### config.mk
export PLATFORM = sky130hd
export DESIGN_NAME = sys_irq_router
export DESIGN_NICKNAME = d
export VERILOG_FILES = /design/src/rtl/sys_irq_router_pkg.sv /design/src/rtl/sys_irq_router_regs.sv /design/src/rtl/sys_irq_router_status.sv /design/src/rtl/sys_irq_router_route.sv /design/src/rtl/sys_irq_router_find.sv /design/src/rtl/sys_irq_router.sv
export SDC_FILE = /design/constraint.sdc
export NUM_CORES = 1
export LEC_CHECK = 0
export BUFFER_PORTS_ARGS = -buffer_cell sky130_fd_sc_hd__buf_2
export CAP_MARGIN = 25
export CORE_ASPECT_RATIO = 0.75
export CORE_MARGIN = 2
export CORE_UTILIZATION = 35
export DETAILED_ROUTE_END_ITERATION = 12
export GPL_TIMING_DRIVEN = 0
export PLACE_DENSITY_LB_ADDON = 0.05
export SLEW_MARGIN = 10
export SYNTH_ARGS = -nofsm -noshare
export SYNTH_HDL_FRONTEND = slang
export SYNTH_SLANG_ARGS = --single-unit
### constraint.sdc
create_clock -name clk -period 3.47 [get_ports clk]
set_clock_uncertainty 0.1 [all_clocks]
set_input_delay 0.347 -clock clk [delete_from_list [all_inputs] [get_ports clk]]
set_output_delay 0.347 -clock clk [all_outputs]
set_load 0.02 [all_outputs]
### src/rtl/sys_irq_router_pkg.sv
package sys_irq_router_pkg;
  localparam int SRC_N   = 29;
  localparam int LVL_N   = 9;
  localparam int FLD_W   = 4;
  localparam int BUS_DW  = 32;
  localparam int BUS_AW  = 3;

  // reserved source identifiers never raise a request
  function automatic logic is_rsvd(input int id);
    return (id == 1) || (id >= 21 && id <= 26);
  endfunction

  // reset routing field for a source (level minus seven)
  function automatic logic [FLD_W-1:0] reset_field(input int id);
    logic [FLD_W-1:0] f;
    if (is_rsvd(id))    f = 4'd0;
    else if (id <= 3)   f = 4'd0;
    else if (id <= 7)   f = 4'd1;
    else if (id <= 9)   f = 4'd2;
    else if (id <= 13)  f = 4'd3;
    else if (id <= 16)  f = 4'd4;
    else if (id <= 18)  f = 4'd5;
    else if (id <= 20)  f = 4'd6;
    else if (id == 27)  f = 4'd7;
    else                f = 4'd8;
    return f;
  endfunction

  // effective level offset: saturates at the top level
  function automatic int unsigned eff_level(input logic [FLD_W-1:0] f, input int top);
    return (int'(f) > top) ? top : int'(f);
  endfunction
endpackage

### src/rtl/sys_irq_router_regs.sv
module sys_irq_router_regs
  import sys_irq_router_pkg::*;
#(
  parameter int NSRC = SRC_N,
  parameter int FW   = FLD_W,
  parameter int DW   = BUS_DW,
  parameter int AW   = BUS_AW
) (
  input  logic                     clk,
  input  logic                     rst,
  input  logic                     wr,
  input  logic                     rd,
  input  logic [AW-1:0]            addr,
  input  logic [DW-1:0]            wdata,
  input  logic [NSRC-1:0]          status,
  output logic [DW-1:0]            rdata,
  output logic [NSRC-1:0]          mask_q,
  output logic [NSRC-1:0][FW-1:0]  route_q
);
  localparam int FPW       = DW / FW;
  localparam int RT_WORDS  = (NSRC + FPW - 1) / FPW;
  localparam int RT_BASE   = 2;
  localparam int MASK_ADR  = 0;
  localparam int STAT_ADR  = 1;

  always_ff @(posedge clk) begin
    if (rst) begin
      mask_q <= '1;
      for (int i = 0; i < NSRC; i++) route_q[i] <= reset_field(i);
    end else if (wr) begin
      if (int'(addr) == MASK_ADR) mask_q <= wdata[NSRC-1:0];
      for (int k = 0; k < RT_WORDS; k++) begin
        for (int j = 0; j < FPW; j++) begin
          if ((k*FPW + j) < NSRC && int'(addr) == RT_BASE + k)
            route_q[k*FPW + j] <= wdata[j*FW +: FW];
        end
      end
    end
  end

  logic [DW-1:0] rd_mux;
  always_comb begin
    rd_mux = '0;
    if (int'(addr) == MASK_ADR) rd_mux[NSRC-1:0] = mask_q;
    else if (int'(addr) == STAT_ADR) rd_mux[NSRC-1:0] = status;
    else begin
      for (int k = 0; k < RT_WORDS; k++) begin
        for (int j = 0; j < FPW; j++) begin
          if ((k*FPW + j) < NSRC && int'(addr) == RT_BASE + k)
            rd_mux[j*FW +: FW] = route_q[k*FPW + j];
        end
      end
    end
  end

  always_ff @(posedge clk) begin
    if (rst)     rdata <= '0;
    else if (rd) rdata <= rd_mux;
  end

  // the first cycle out of reset sees every source masked
  a_r1_mask_after_reset: assert property (@(posedge clk) disable iff (rst)
    $past(rst) |-> (mask_q == '1));
endmodule

### src/rtl/sys_irq_router_status.sv
module sys_irq_router_status
  import sys_irq_router_pkg::*;
#(
  parameter int NSRC = SRC_N
) (
  input  logic            clk,
  input  logic            rst,
  input  logic [NSRC-1:0] src_irq,
  output logic [NSRC-1:0] status
);
  function automatic logic [NSRC-1:0] live_bits();
    logic [NSRC-1:0] v;
    for (int i = 0; i < NSRC; i++) v[i] = !is_rsvd(i);
    return v;
  endfunction
  localparam logic [NSRC-1:0] LIVE = live_bits();

  always_ff @(posedge clk) begin
    if (rst) status <= '0;
    else     status <= src_irq & LIVE;
  end
endmodule

### src/rtl/sys_irq_router_route.sv
module sys_irq_router_route
  import sys_irq_router_pkg::*;
#(
  parameter int NSRC = SRC_N,
  parameter int NLVL = LVL_N,
  parameter int FW   = FLD_W
) (
  input  logic                    clk,
  input  logic                    rst,
  input  logic [NSRC-1:0]         active,
  input  logic [NSRC-1:0]         mask_q,
  input  logic [NSRC-1:0][FW-1:0] route_q,
  output logic [NLVL-1:0]         lvl_req
);
  logic [NLVL-1:0] req_nxt;

  always_comb begin
    req_nxt = '0;
    for (int i = 0; i < NSRC; i++) begin
      for (int l = 0; l < NLVL; l++) begin
        if (eff_level(route_q[i], NLVL-1) == l && active[i]) req_nxt[l] = 1'b1;
      end
    end
  end

  always_ff @(posedge clk) begin
    if (rst) lvl_req <= '0;
    else     lvl_req <= req_nxt;
  end

  // with every source masked no request follows
  a_r3_all_masked_quiet: assert property (@(posedge clk) disable iff (rst)
    (&mask_q) |=> (lvl_req == '0));
  // a request needs an active source one cycle earlier
  a_r4_req_has_source: assert property (@(posedge clk) disable iff (rst)
    (|lvl_req) |-> $past(|active));
  // each source lights at most one level
  a_r8_one_level_per_source: assert property (@(posedge clk) disable iff (rst)
    $countones(lvl_req) <= $countones($past(active)));
endmodule

### src/rtl/sys_irq_router_find.sv
module sys_irq_router_find
  import sys_irq_router_pkg::*;
#(
  parameter int NSRC = SRC_N,
  parameter int NLVL = LVL_N,
  parameter int FW   = FLD_W,
  localparam int IDW = $clog2(NSRC)
) (
  input  logic                    clk,
  input  logic                    rst,
  input  logic [NSRC-1:0]         active,
  input  logic [NSRC-1:0][FW-1:0] route_q,
  input  logic [FW-1:0]           sel_lvl,
  output logic                    hit_valid,
  output logic [IDW-1:0]          hit_id
);
  logic           found;
  logic [IDW-1:0] idx;

  always_comb begin
    found = 1'b0;
    idx   = '0;
    for (int i = NSRC-1; i >= 0; i--) begin
      if (active[i] && eff_level(route_q[i], NLVL-1) == eff_level(sel_lvl, NLVL-1)) begin
        found = 1'b1;
        idx   = IDW'(i);
      end
    end
  end

  always_ff @(posedge clk) begin
    if (rst) begin
      hit_valid <= 1'b0;
      hit_id    <= '0;
    end else begin
      hit_valid <= found;
      hit_id    <= idx;
    end
  end

  // a reported hit comes from an active source
  a_r9_hit_has_source: assert property (@(posedge clk) disable iff (rst)
    hit_valid |-> $past(|active));
endmodule

### src/rtl/sys_irq_router.sv
module sys_irq_router
  import sys_irq_router_pkg::*;
#(
  parameter int NSRC = SRC_N,
  parameter int NLVL = LVL_N,
  parameter int FW   = FLD_W,
  parameter int DW   = BUS_DW,
  parameter int AW   = BUS_AW,
  localparam int IDW = $clog2(NSRC)
) (
  input  logic            clk,
  input  logic            rst,
  input  logic            bus_wr,
  input  logic            bus_rd,
  input  logic [AW-1:0]   bus_addr,
  input  logic [DW-1:0]   bus_wdata,
  output logic [DW-1:0]   bus_rdata,
  input  logic [NSRC-1:0] src_irq,
  input  logic [FW-1:0]   sel_lvl,
  output logic [NLVL-1:0] lvl_req,
  output logic            hit_valid,
  output logic [IDW-1:0]  hit_id
);
  logic [NSRC-1:0]         status;
  logic [NSRC-1:0]         mask_q;
  logic [NSRC-1:0][FW-1:0] route_q;
  logic [NSRC-1:0]         active;

  assign active = status & ~mask_q;

  sys_irq_router_status #(.NSRC(NSRC)) u_status (
    .clk(clk), .rst(rst), .src_irq(src_irq), .status(status));

  sys_irq_router_regs #(.NSRC(NSRC), .FW(FW), .DW(DW), .AW(AW)) u_regs (
    .clk(clk), .rst(rst), .wr(bus_wr), .rd(bus_rd), .addr(bus_addr),
    .wdata(bus_wdata), .status(status), .rdata(bus_rdata),
    .mask_q(mask_q), .route_q(route_q));

  sys_irq_router_route #(.NSRC(NSRC), .NLVL(NLVL), .FW(FW)) u_route (
    .clk(clk), .rst(rst), .active(active), .mask_q(mask_q),
    .route_q(route_q), .lvl_req(lvl_req));

  sys_irq_router_find #(.NSRC(NSRC), .NLVL(NLVL), .FW(FW)) u_find (
    .clk(clk), .rst(rst), .active(active), .route_q(route_q),
    .sel_lvl(sel_lvl), .hit_valid(hit_valid), .hit_id(hit_id));
endmodule

==> out/results.ini <==
[layout]
fillers=3663
area_growth_pct=19.4
final_common_cell=nand2_1
drive_gt1_frac=0.106
final_cell_mix=nand2_1, dfxtp_1, clkbuf_1
num-nets-final=1910

[synthesis]
ys_top_cells_by_area=dfxtp_1, nand2_1, a21oi_1
syn_area_um2=12200
ys.flop_type=dfxtp_1
synth_edf_count=0
ys_ff_latch=214
synth_cell_types=67
netlist.area_leader.share=0.351
ys_seq_area_frac=0.351
ys_warn_count=0
synth_cells=1658
syn_nets=1730
async_reset_ff_frac=0
postSynthAreaPerCell_um2=7.36
yosys.area.top_type=dfxtp_1

[worst_hold_path]
holdPathStages=3
min_to=u_regs.route_q[96]
hold_path_class=input pin to register
min-delay-start=bus_wdata[0]

[worst_setup_path]
r2r_cells=7
worstPathArrival_ps=3470
crit_fanout=10
crit_type=register to register
end_kind=register
timing.rr.start=u_regs.route_q[80]
r2r_slack_ps=350
critPathLaunchType=register
required_ps=3820
r2r-end=u_find.hit_id[1]

[timing]
min_period_ps=3120
rsz0062_at_grt=no
max_freq_mhz=321
tns_ps=0
hold_viol=0
period_share=0.899
worstMarginPinSlew_ps=1060
maxSlewViolCount=0
finalWorstSetupSlack_ps=352
finalSetupViolations=0
slew_headroom=0.290

[drt]
viasPerCell=5.94
totalWireLength_mm=67.3
drt-initial-drc-count=1838
ant_nets=0
drt_first_pass_iters=5
vias=13700
drc=0
wl_per_cell_um=29.1

[clocking]
cts.sinks=214
cts_tree=done
htree_levels=1
cts_buffers=25
cts_hold_buf=42
clockBufferDepth=3
cts.repair.resized=0
cts_root_buf=clkbuf_16
clkTransAtPathRegs_ps=70
clock_latency_ps=580
cts_setup_buffers=0

[placed_design]
dp_slack_ps=131
portBuffers=106
dp_hpwl_mm=52.4
place.gp.congestion=1.01

[global_routing]
antenna_found_initial=3
grt_max_degree=14
grt_pass1_vias=12400
grt_overflow=0
grt_usage=0.363
grt_first_pass_wirelength_mm=93.7

[power]
p_leak_nw=5.40
power_density_nw_per_um2=420
ir_drop_mv=0.693
power_w=0.00612

[floorplanning]
rows=59
die_h_um=166
dieArea_um2=36400
initial_core_util=0.353
die_w_um=220
ios=119
coreArea_um2=34500

[status]
outcome=completed

[job]
cap_violations=0

## per-stage QoR
step                 util  area, um^2  cells  hold slack, ps
CTS                 0.421       14600   2309           0.392
global route        0.421       14600   2310            18.9
detailed placement  0.386       13300   2225             346
floorplan               -       12200   1658             333
global placement    0.385       13300   2221             340
finish              0.422       14600   2312            9.17
## logic make-up (layout without fill, tap and decap cells)
logic type / Yosys count / in the layout / synth area share
multiplexers: 40 / 40 / 0.0359
flip-flops: 214 / 214 / 0.351
buffers and inverters: 176 / 371 / 0.0593
AO/OA/AOI/OAI: 353 / 353 / 0.190
other: 0 / 2 / 0
XOR/XNOR: 63 / 63 / 0.0452
AND/OR/NAND/NOR: 812 / 812 / 0.318
## Yosys cell counts, drive strengths merged (4+ instances only)
cell	n
clkbuf	126
o22ai	9
nor2	98
a32o	5
a22oi	22
a32oi	8
nand2b	46
o21ai	55
o2111ai	20
xor2	45
and4	4
and3	8
a21oi	121
a2111oi	12
o221ai	6
and2	7
a31oi	10
nor4	11
nand2	371
o311ai	5
dfxtp	214
inv	31
xnor2	18
a211oi	23
nor3	30
mux2i	19
nor2b	50
buf	18
or4	22
a22o	4
o211ai	21
nand4	13
nand3	87
mux2	20
a221oi	6
nor3b	25
a211o	13
nand3b	22
or3	6
## where the power goes
| part | switching, W | leakage, nW | total, W | internal (W) |
|---|---|---|---|---|
| Sequential | 0.0000754 | 1.75 | 0.00262 | 0.00254 |
| Clock | 0.00118 | 0.383 | 0.00267 | 0.00149 |
| Combinational | 0.000563 | 3.27 | 0.000836 | 0.000272 |
## registers in the layout, summed over array words and instances (netlist names)
signal / cells
u_find.hit_id: 5
u_regs.rdata: 32
u_regs.route_q: 116
u_route.lvl_req: 9
u_regs.mask_q: 29
u_status.status: 22
u_find.hit_valid: 1
## worst max-delay path by stage
| stage | startpoint | to | slack [ps] | cells past startpoint |
|---|---|---|---|---|
| after floorplan | sel_lvl[2] | u_find.hit_id[2] | 1020 | 9 |
| after global placement | sel_lvl[2] | u_find.hit_valid | 60 | 7 |
| after detailed placement | bus_addr[0] | u_regs.rdata[7] | 130 | 8 |
| after CTS | u_regs.route_q[80] | u_find.hit_id[1] | 440 | 7 |
| after global routing | u_regs.route_q[80] | u_find.hit_id[1] | 230 | 7 |
| final | u_regs.route_q[80] | u_find.hit_id[1] | 350 | 7 |
## per-layer routing
layer,part of all wire,up-vias,track usage
li1,-,6167,-
met1,0.46,6681,0.533
met2,0.40,767,0.504
met3,0.11,106,0.107
met4,0.033,2,0.109
met5,0.00019,-,0
## worst max-delay path, cell delays in order, from the launching register on
cell and delay [ps]:
dfxtp_1 300, clkbuf_1 630, xor2_1 160, or4_1 430
a211oi_1 720, o211ai_1 160, a221oi_1 370, o21ai_1 140
## cell type report
class	count	area, um^2	share of cell area
timing repair buffer	153	991	0.0680
inverter	32	120	0.00825
multi-input combinational	1268	7200	0.494
antenna	2	5.00	0.000344
sequential	214	4280	0.294
tap	457	572	0.0393
buffer	144	603	0.0414
clock inverter	14	143	0.00979
clock buffer	28	647	0.0444
No activity file was read; power rests on OpenSTA's default activity.
